[src/rtl/cfgld_pkg.sv]
package cfgld_pkg;
  localparam int WORD_W  = 16;
  localparam int BYTE_W  = 8;
  localparam int RADDR_W = 12;
  localparam int EADDR_W = 8;
  localparam int GCNT_W  = WORD_W - RADDR_W;
  localparam int CMD_W   = 3 + EADDR_W;
  localparam logic [1:0] OP_READ = 2'b10;
  localparam logic [WORD_W-1:0] BLANK_WORD = '1;

  typedef struct packed {
    logic [RADDR_W-1:0] addr;
    logic [WORD_W-1:0]  data;
  } reg_wr_t;

  function automatic logic [CMD_W-1:0] read_cmd(input logic [EADDR_W-1:0] a);
    return {1'b1, OP_READ, a};
  endfunction
endpackage

[src/rtl/cfgld_mw_reader.sv]
module cfgld_mw_reader
  import cfgld_pkg::*;
#(
  parameter int SK_HALF = 10
) (
  input  logic               clk,
  input  logic               rst,
  input  logic               rd_req,
  input  logic [EADDR_W-1:0] rd_addr,
  output logic               rd_done,
  output logic [WORD_W-1:0]  rd_word,
  output logic               ee_cs,
  output logic               ee_sk,
  output logic               ee_do,
  input  logic               ee_di
);
  localparam int TOT_BITS = CMD_W + WORD_W;
  localparam int DIV_W    = $clog2(SK_HALF + 1);
  localparam int BIT_W    = $clog2(TOT_BITS + 1);

  typedef enum logic [1:0] {R_IDLE, R_LOW, R_HIGH, R_GAP} rstate_t;
  rstate_t st;

  logic [DIV_W-1:0]  div;
  logic [BIT_W-1:0]  bitn;
  logic [CMD_W-1:0]  cmd_sr;
  logic [WORD_W-1:0] sh;
  logic              half_end;

  assign half_end = (div == DIV_W'(SK_HALF - 1));

  always_ff @(posedge clk) begin
    if (rst) begin
      st      <= R_IDLE;
      div     <= '0;
      bitn    <= '0;
      cmd_sr  <= '0;
      sh      <= '0;
      rd_done <= 1'b0;
      rd_word <= '0;
      ee_cs   <= 1'b0;
      ee_sk   <= 1'b0;
      ee_do   <= 1'b0;
    end else begin
      rd_done <= 1'b0;
      case (st)
        R_IDLE: if (rd_req) begin
          cmd_sr <= read_cmd(rd_addr);
          ee_cs  <= 1'b1;
          ee_sk  <= 1'b0;
          ee_do  <= 1'b1;
          bitn   <= '0;
          div    <= '0;
          st     <= R_LOW;
        end
        R_LOW: if (half_end) begin
          div   <= '0;
          ee_sk <= 1'b1;
          if (bitn >= BIT_W'(CMD_W)) sh <= {sh[WORD_W-2:0], ee_di};
          st    <= R_HIGH;
        end else begin
          div <= div + 1'b1;
        end
        R_HIGH: if (half_end) begin
          div   <= '0;
          ee_sk <= 1'b0;
          if (bitn == BIT_W'(TOT_BITS - 1)) begin
            ee_cs <= 1'b0;
            ee_do <= 1'b0;
            st    <= R_GAP;
          end else begin
            bitn   <= bitn + 1'b1;
            cmd_sr <= cmd_sr << 1;
            ee_do  <= cmd_sr[CMD_W-2] & (bitn < BIT_W'(CMD_W - 1));
            st     <= R_LOW;
          end
        end else begin
          div <= div + 1'b1;
        end
        R_GAP: if (half_end) begin
          div     <= '0;
          rd_done <= 1'b1;
          rd_word <= sh;
          st      <= R_IDLE;
        end else begin
          div <= div + 1'b1;
        end
        default: st <= R_IDLE;
      endcase
    end
  end


  sk_cs_chk: assert property (@(posedge clk) disable iff (rst) !ee_cs |-> !ee_sk);

  done_pulse_chk: assert property (@(posedge clk) disable iff (rst) rd_done |=> !rd_done);
endmodule

[src/rtl/cfgld_stage.sv]
module cfgld_stage
  import cfgld_pkg::*;
#(
  parameter int DEPTH = 32
) (
  input  logic    clk,
  input  logic    rst,
  input  logic    push,
  input  reg_wr_t push_ent,
  output logic    full,
  input  logic    play,
  output logic    play_done,
  output logic    out_we,
  output reg_wr_t out_ent
);
  localparam int PTR_W = $clog2(DEPTH + 1);
  localparam int IDX_W = (DEPTH > 1) ? $clog2(DEPTH) : 1;

  reg_wr_t          mem [DEPTH];
  logic [PTR_W-1:0] cnt;
  logic [PTR_W-1:0] rd_ptr;
  logic             playing;

  assign full = (cnt == PTR_W'(DEPTH));

  always_ff @(posedge clk) begin
    if (push && !full) mem[cnt[IDX_W-1:0]] <= push_ent;
  end

  always_ff @(posedge clk) begin
    out_ent <= mem[rd_ptr[IDX_W-1:0]];
  end

  always_ff @(posedge clk) begin
    if (rst) begin
      cnt       <= '0;
      rd_ptr    <= '0;
      playing   <= 1'b0;
      play_done <= 1'b0;
      out_we    <= 1'b0;
    end else begin
      play_done <= 1'b0;
      if (push && !full) cnt <= cnt + 1'b1;
      out_we <= playing && !play && (rd_ptr != cnt);
      if (play) begin
        playing <= 1'b1;
        rd_ptr  <= '0;
      end else if (playing) begin
        if (rd_ptr != cnt) begin
          rd_ptr <= rd_ptr + 1'b1;
        end else begin
          playing   <= 1'b0;
          play_done <= 1'b1;
        end
      end
    end
  end


  push_room_chk: assert property (@(posedge clk) disable iff (rst) push |-> !full);
endmodule

[src/rtl/cfgld_seq.sv]
module cfgld_seq
  import cfgld_pkg::*;
(
  input  logic               clk,
  input  logic               rst,
  input  logic               ee_di,
  output logic               rd_req,
  output logic [EADDR_W-1:0] rd_addr,
  input  logic               rd_done,
  input  logic [WORD_W-1:0]  rd_word,
  output logic               push,
  output reg_wr_t            push_ent,
  input  logic               full,
  output logic               play,
  input  logic               play_done,
  output logic               ee_found,
  output logic               init_done,
  output logic               cfg_err
);
  typedef enum logic [2:0] {Q_SENSE, Q_ISSUE, Q_WAIT, Q_PLAY, Q_END} qstate_t;
  qstate_t st;

  logic [BYTE_W-1:0]  sum;
  logic [BYTE_W-1:0]  sum_n;
  logic [EADDR_W-1:0] last_idx;
  logic [GCNT_W-1:0]  grp_left;
  logic [RADDR_W-1:0] grp_addr;
  logic               pad;
  logic               ovf;

  assign sum_n = sum + rd_word[WORD_W-1 -: BYTE_W] + rd_word[BYTE_W-1:0];

  always_ff @(posedge clk) begin
    if (rst) begin
      st        <= Q_SENSE;
      ee_found  <= ee_di;
      rd_req    <= 1'b0;
      rd_addr   <= '0;
      push      <= 1'b0;
      push_ent  <= '0;
      play      <= 1'b0;
      init_done <= 1'b0;
      cfg_err   <= 1'b0;
      sum       <= '0;
      last_idx  <= '0;
      grp_left  <= '0;
      grp_addr  <= '0;
      pad       <= 1'b0;
      ovf       <= 1'b0;
    end else begin
      rd_req <= 1'b0;
      push   <= 1'b0;
      play   <= 1'b0;
      case (st)
        Q_SENSE: begin
          if (ee_found) begin
            st <= Q_ISSUE;
          end else begin
            init_done <= 1'b1;
            st        <= Q_END;
          end
        end
        Q_ISSUE: begin
          rd_req <= 1'b1;
          st     <= Q_WAIT;
        end
        Q_WAIT: if (rd_done) begin
          sum <= sum_n;
          if (rd_addr == '0) begin
            if (rd_word == BLANK_WORD) begin
              init_done <= 1'b1;
              st        <= Q_END;
            end else if (rd_word[BYTE_W-1:1] == '0) begin
              cfg_err   <= 1'b1;
              init_done <= 1'b1;
              st        <= Q_END;
            end else begin
              last_idx <= EADDR_W'(rd_word[BYTE_W-1:1]);
              rd_addr  <= rd_addr + 1'b1;
              st       <= Q_ISSUE;
            end
          end else if (rd_addr == last_idx) begin
            if (sum_n == '0 && !ovf) begin
              play <= 1'b1;
              st   <= Q_PLAY;
            end else begin
              cfg_err   <= 1'b1;
              init_done <= 1'b1;
              st        <= Q_END;
            end
          end else begin
            rd_addr <= rd_addr + 1'b1;
            st      <= Q_ISSUE;
            if (!pad) begin
              if (grp_left == '0) begin
                if (rd_word == BLANK_WORD) begin
                  pad <= 1'b1;
                end else begin
                  grp_left <= rd_word[WORD_W-1 -: GCNT_W];
                  grp_addr <= rd_word[RADDR_W-1:0];
                end
              end else begin
                if (full) begin
                  ovf <= 1'b1;
                end else begin
                  push          <= 1'b1;
                  push_ent.addr <= grp_addr;
                  push_ent.data <= rd_word;
                end
                grp_addr <= grp_addr + RADDR_W'(2);
                grp_left <= grp_left - 1'b1;
              end
            end
          end
        end
        Q_PLAY: if (play_done) begin
          init_done <= 1'b1;
          st        <= Q_END;
        end
        Q_END: st <= Q_END;
        default: st <= Q_END;
      endcase
    end
  end


  done_hold_chk: assert property (@(posedge clk) disable iff (rst) init_done |=> init_done);

  err_done_chk: assert property (@(posedge clk) disable iff (rst) cfg_err |-> init_done);

  no_read_after_done_chk: assert property (@(posedge clk) disable iff (rst) rd_req |-> !init_done);
endmodule

[src/rtl/cfg_rom_loader.sv]
module cfg_rom_loader
  import cfgld_pkg::*;
#(
  parameter int SK_HALF     = 10,
  parameter int STAGE_DEPTH = 32
) (
  input  logic               clk,
  input  logic               rst,
  output logic               ee_cs,
  output logic               ee_sk,
  output logic               ee_do,
  input  logic               ee_di,
  output logic               reg_we,
  output logic [RADDR_W-1:0] reg_addr,
  output logic [WORD_W-1:0]  reg_wdata,
  output logic               ee_found,
  output logic               init_done,
  output logic               cfg_err
);
  logic               rd_req;
  logic [EADDR_W-1:0] rd_addr;
  logic               rd_done;
  logic [WORD_W-1:0]  rd_word;
  logic               push;
  reg_wr_t            push_ent;
  logic               full;
  logic               play;
  logic               play_done;
  reg_wr_t            out_ent;

  cfgld_mw_reader #(.SK_HALF(SK_HALF)) u_reader (
    .clk(clk), .rst(rst), .rd_req(rd_req), .rd_addr(rd_addr),
    .rd_done(rd_done), .rd_word(rd_word),
    .ee_cs(ee_cs), .ee_sk(ee_sk), .ee_do(ee_do), .ee_di(ee_di)
  );

  cfgld_seq u_seq (
    .clk(clk), .rst(rst), .ee_di(ee_di),
    .rd_req(rd_req), .rd_addr(rd_addr), .rd_done(rd_done), .rd_word(rd_word),
    .push(push), .push_ent(push_ent), .full(full),
    .play(play), .play_done(play_done),
    .ee_found(ee_found), .init_done(init_done), .cfg_err(cfg_err)
  );

  cfgld_stage #(.DEPTH(STAGE_DEPTH)) u_stage (
    .clk(clk), .rst(rst), .push(push), .push_ent(push_ent), .full(full),
    .play(play), .play_done(play_done), .out_we(reg_we), .out_ent(out_ent)
  );

  assign reg_addr  = out_ent.addr;
  assign reg_wdata = out_ent.data;


  absent_quiet_chk: assert property (@(posedge clk) disable iff (rst) !ee_found |-> !ee_cs);

  we_outside_cs_chk: assert property (@(posedge clk) disable iff (rst) reg_we |-> !ee_cs);

  we_no_err_chk: assert property (@(posedge clk) disable iff (rst) reg_we |-> !cfg_err);
endmodule

[config.mk]
export PLATFORM = sky130hd
export DESIGN_NAME = cfg_rom_loader
export DESIGN_NICKNAME = d
export VERILOG_FILES = /design/src/rtl/cfgld_pkg.sv /design/src/rtl/cfgld_mw_reader.sv /design/src/rtl/cfgld_stage.sv /design/src/rtl/cfgld_seq.sv /design/src/rtl/cfg_rom_loader.sv
export SDC_FILE = /design/constraint.sdc
export NUM_CORES = 1
export LEC_CHECK = 0
export CAP_MARGIN = 0
export CORE_MARGIN = 2
export CORE_UTILIZATION = 60
export CTS_CLUSTER_SIZE = 28
export DETAILED_ROUTE_END_ITERATION = 8
export DONT_BUFFER_PORTS = 1
export PLACE_DENSITY = 0.76
export REMOVE_ABC_BUFFERS = 1
export SLEW_MARGIN = 20
export SYNTH_ARGS = -nofsm -noshare
export SYNTH_HDL_FRONTEND = slang
export SYNTH_HIERARCHICAL = 1
export SYNTH_SLANG_ARGS = --single-unit
export TNS_END_PERCENT = 100
[constraint.sdc]
create_clock -name clk -period 11.4 [get_ports clk]
set_input_delay 0.57 -clock clk [delete_from_list [all_inputs] [get_ports clk]]
set_output_delay 0.57 -clock clk [all_outputs]
set_load 0.005 [all_outputs]
Yosys cells after proc, flatten, opt, wreduce, memory -nomap -nowiden
Memories as Yosys holds them, arrays and structs flattened. A register that Yosys moved wholly into a read port is not among the register bits.
Cells that the tools add are included.

word-level totals
  bits of input ports = 3
  memories kept = 1
  bits in registers = 150
  output and inout bits = 35
  word-level logic and storage cells = 195
  bits in writable memories = 896

operators by class
  bitwise operators = 12
  equality and inequality tests = 30
  add/sub/neg operators = 9
  reductions and logical operators = 41
  multiplexer cells = 69
  order comparisons = 2

memory list
  memory       depth  bits a word  read ports  clocked after Yosys merged registers in  write ports  RTL line           source
  u_stage.mem  32     28           1           1                                        1            cfgld_stage.sv:19  reg_wr_t mem [DEPTH];

operators with widths
  operator                                               count
  two-way mux 8 bit                                      4
  two-way mux 1 bit                                      31
  two-way mux 10 bit                                     3
  two-way mux 12 bit                                     2
  two-way mux 3 bit                                      8
  AND reduction 7 bit                                    3
  case mux 10 bit (2 select lines)                       1
  AND reduction 4 bit                                    5
  adder 8 bit                                            2
  equality test 16 bit, second input constant            1
  logical NOT 8 bit                                      2
  two-way mux 4 bit                                      4
  inequality test 2 x 1 -> 1 bit, second input constant  8
  two-way mux 5 bit                                      3
  inequality test 2 bit, second input constant           7
  adder 12 x 2 -> 12 bit, second input constant          1
  adder 6 x 1 -> 6 bit, second input constant            2
  case mux 3 bit (4 select lines)                        1
  AND reduction 6 bit                                    2
  inverter 1 bit                                         11
  two-way mux 2 bit                                      5
  case mux 5 bit (2 select lines)                        1
  AND reduction 5 bit                                    2
  adder 8 x 1 -> 8 bit, second input constant            1
  other kinds (36)                                       53

Logic depth before layout (Yosys ltp)
  word-level depth = 9
  mapped depth = 13

By module
Netlist, hierarchy kept.

modules (own cells, without submodules)
  module           times used  cells an instance  sequential area each (µm²)  area an instance (µm²)
  cfgld_stage      1           1,636              27,766.6                    35,399.0
  cfgld_seq        1           474                1,571.5                     4,026.4
  cfgld_mw_reader  1           265                1,141.1                     2,384.8

Worst setup path after synthesis
OpenSTA, ideal clock, no wires.

  path kind = register to register
  start = register u_stage.cnt[2]
  end = memory u_stage/mem[3][0] (netlist name), enable pin
  setup slack = 7.778 ns
  data arrival time = 3.174 ns
  cell stages (with the launch flop) = 7
  buffers on the path = 2
  required time = 10.952 ns
  setup time = 0.448 ns
  cells stage by stage = dfxtp_1 -> clkbuf_1 -> or2_2 -> clkbuf_1 -> nor3_1 -> nand3b_1 -> nor3_1

on the way
  word-level cells in the longest chain between the ends = 5

ends and longest elaborated chain
  element                                  RTL line              source
  start: declaration                       cfgld_stage.sv:20     logic [PTR_W-1:0] cnt;
  start signal: assignment                 cfgld_stage.sv:43     if (push && !full) cnt <= cnt + 1'b1;
  equality test 6 bit                      cfgld_stage.sv:24     assign full = (cnt == PTR_W'(DEPTH));
  named net full                           cfg_rom_loader.sv:26  logic full;
  logical NOT 1 bit                        cfgld_stage.sv:27     if (push && !full) mem[cnt[IDX_W-1:0]] <= push_ent;
  logical AND 1 bit                        cfgld_stage.sv:27
  two-way mux 1 bit                        cfgld_stage.sv:27
  two-way mux 1 bit (implied by the code)  cfgld_stage.sv:27
  end: declaration                         cfgld_stage.sv:19

The timed path passes the listed nets, and every way through them passes these cells.

==> results.json <==
{
  "period_needed_ns": 4.13,
  "wl_per_cell_um": 29.7,
  "synth-compound-area-share": 0.0610,
  "finalPower_uw": 7750,
  "synth_top_area_frac": 0.644,
  "initial_core_util": 0.607,
  "port_buffers": 0,
  "hold_violations": 0,
  "numCtsBuffers": 104,
  "drv_slew": 0,
  "synth_edf_count": 897,
  "fin_hold_ws_ns": 0.0510,
  "gp_congestion": 0.826,
  "multiInputGateArea_um2": 10800,
  "antenna_cells": 0,
  "grtUsageTotal": 0.289,
  "syn_to_final_growth_pct": 11.2,
  "clk_latency_ns": 0.67,
  "synth.area.top_cells": "edfxtp_1, mux4_2, dfxtp_1",
  "cp.arrival_ns": 4.64,
  "ys_seq_area_frac": 0.729,
  "setup_viol": 0,
  "worst_clock_skew_ns": 0.0204,
  "drtIter0Drc": 2703,
  "fp.dieH_um": 268,
  "syn_inst": 2375,
  "synthArstFlopShare": 0,
  "ff2ff_path_depth": 5,
  "synth_top_family_by_area": "multiplexers",
  "post_cts_buffers": 0,
  "vias": 22816,
  "cts_max_path_buffers": 3,
  "synthXorXnorAreaFrac": 0.00754,
  "crit_required_ns": 11.91,
  "hold_class": "primary input to register",
  "status": "completed",
  "ios": 38,
  "clkSlewWorstSetupHoldPaths_ns": 0.06,
  "synth_area_per_cell_um2": 17.6,
  "root_buffer": "clkbuf_16",
  "drc": 0,
  "tightest_slew_ns": 1.14,
  "dr.pass1.iters": 5,
  "cts_hold_buf": 4,
  "period_share": 0.362,
  "fillCellCount": 4252,
  "fin_nets": 2429,
  "cts.repair.resized": 0,
  "core_area_um2": 68800,
  "max_cap_viol_count": 0,
  "rows": 96,
  "power.density_nw_per_um2": 167,
  "grt_pass1_wl_um": 149000,
  "postLayoutSetupSlackWorst_ns": 7.27,
  "htree_levels": 3,
  "viasPerCell": 6.67,
  "synth_top_area_cell": "edfxtp_1",
  "fp.dieW_um": 268,
  "cts.sinks": 1074,
  "p_leak_uw": 0.0146,
  "synthMuxAreaShare": 0.125,
  "synthAdderAreaFrac": 0.00952,
  "startpoint_type": "register",
  "synth_seq_cells": 1074,
  "drive_gt1_frac": 0.192,
  "antenna_found_initial": 0,
  "hpwl_um": 53000,
  "tritoncts": "built",
  "critPathKind": "register to register",
  "rsz0062_at_grt": "false",
  "end_kind": "register",
  "synth_area_um2": 41800,
  "first_global_vias": 23125,
  "synth_flop_cell": "edfxtp_1",
  "dp_slack_ns": 7.27,
  "grt_max_degree": 126,
  "crit_path_max_fanout": 125,
  "max_slew_margin": 0.240,
  "grt-ovfl-total": 0,
  "timing.fmax_mhz": 242,
  "ys.warnings.count": 6,
  "hold_depth": 1,
  "synth_cell_types": 78,
  "ant_nets": 0,
  "seq_area_um2": 30500,
  "fp.dieArea_um2": 71800,
  "irDropWorstVdd_v": 0.000118,
  "synth-simple-area-share": 0.0479,
  "wl_um": 102000
}
==> stage by stage <==
step / utilization / TNS (ns) / cells / instance area [um2]
after global placement: 0.623 / 0 / 3220 / 42900
after CTS: 0.676 / 0 / 3421 / 46500
final: 0.676 / 0 / 3421 / 46500
after floorplan: - / -20.34 / 2242 / 41100
after global routing: 0.676 / 0 / 3421 / 46500
after detailed placement: 0.623 / 0 / 3220 / 42900
==> routing by layer <==
metal,up-vias,part of all wire,global-route usage
li1,9507,-,-
met5,-,0,0
met4,0,0.040,0.114
met1,11763,0.37,0.391
met2,1306,0.49,0.469
met3,240,0.10,0.0565
==> cells by family after synthesis <==
family                     count (synthesis)
muxes                                    315
buffers and inverters                    156
DFF                                     1074
AOI/OAI and AO/OA                        368
and+or+nand+nor                          399
adders and majority gates                 27
xor gates and xnor gates                  36
==> placed cells by master, fill, tap and decap left out, drive strengths merged, types with 40 or more instances in the layout <==
cell    count
a21oi     142
dfxtp     177
buf        48
clkbuf    143
clkinv     40
mux4      167
nor2      119
edfxtp    897
mux2i     148
nand2     143
==> final timing paths <==
path | from | endpoint | slack [ns]
setup / recovery | u_stage/rd_ptr[0]$_SDFFE_PP0P_ | u_stage/out_ent[0]$_DFF_P_ | 7.27
hold / removal | rst | u_reader/bitn[2]$_SDFFE_PP0P_ | 0.05
setup reg to reg | u_stage/rd_ptr[0]$_SDFFE_PP0P_ | u_stage/out_ent[0]$_DFF_P_ | 7.27
hold reg to reg | u_reader/sh[4]$_SDFFE_PP0P_ | u_reader/rd_word[4]$_SDFFE_PP0P_ | 0.45
==> where the power goes <==
part,internal (uW),total [uW],leakage [uW],switching (uW)
logic,10.2,27.2,0.00305,17.0
registers,4190,4200,0.00975,5.70
clock network,2060,3520,0.00176,1460
total,6270,7750,0.0146,1480
==> worst max-delay path, cell delays in order, from the launching register on <==
cell and delay, ns:
dfxtp_4 0.72, buf_12 0.77, buf_4 0.96, mux4_2 0.61
a2111oi_0 0.70, a21oi_1 0.08
==> cell type report <==
type / instances / share of cell area
Multi-Input combinational cell: 1145 / 0.232
Inverter: 23 / 0.00186
Tap cell: 931 / 0.0250
Clock buffer: 143 / 0.0641
Timing Repair Buffer: 51 / 0.00909
Sequential cell: 1074 / 0.656
Clock inverter: 54 / 0.0125
==> synth_stat cells (14+ instances only) <==
cell / number
xor2_1: 20
buf_6: 16
o221ai_1: 28
nand2_1: 130
dfxtp_1: 177
a22oi_1: 37
nand3_1: 18
xnor2_1: 16
clkbuf_1: 65
mux2i_1: 148
mux4_2: 167
a21oi_1: 142
edfxtp_1: 897
o22ai_1: 29
ha_1: 19
a22o_1: 31
a211oi_1: 14
inv_1: 23
o21ai_0: 25
nand2b_1: 29
nor2_1: 117
buf_4: 15
buf_2: 27
==> flip-flops by register name, summed over array words and instances, names as in the netlist, 2 cells and up <==
name              flops
u_seq/rd_addr         8
u_seq/st              3
u_seq/sum             8
u_reader/rd_word     16
u_reader/bitn         5
u_reader/cmd_sr      10
u_seq/last_idx        7
u_seq/grp_addr       12
u_reader/div          4
u_seq/grp_left        4
u_stage/mem         896
u_reader/sh          16
u_reader/st           2
u_stage/cnt           6
u_stage/rd_ptr        6
u_seq/push_ent       28
u_stage/out_ent      28
(Power assumes the default switching activity.)
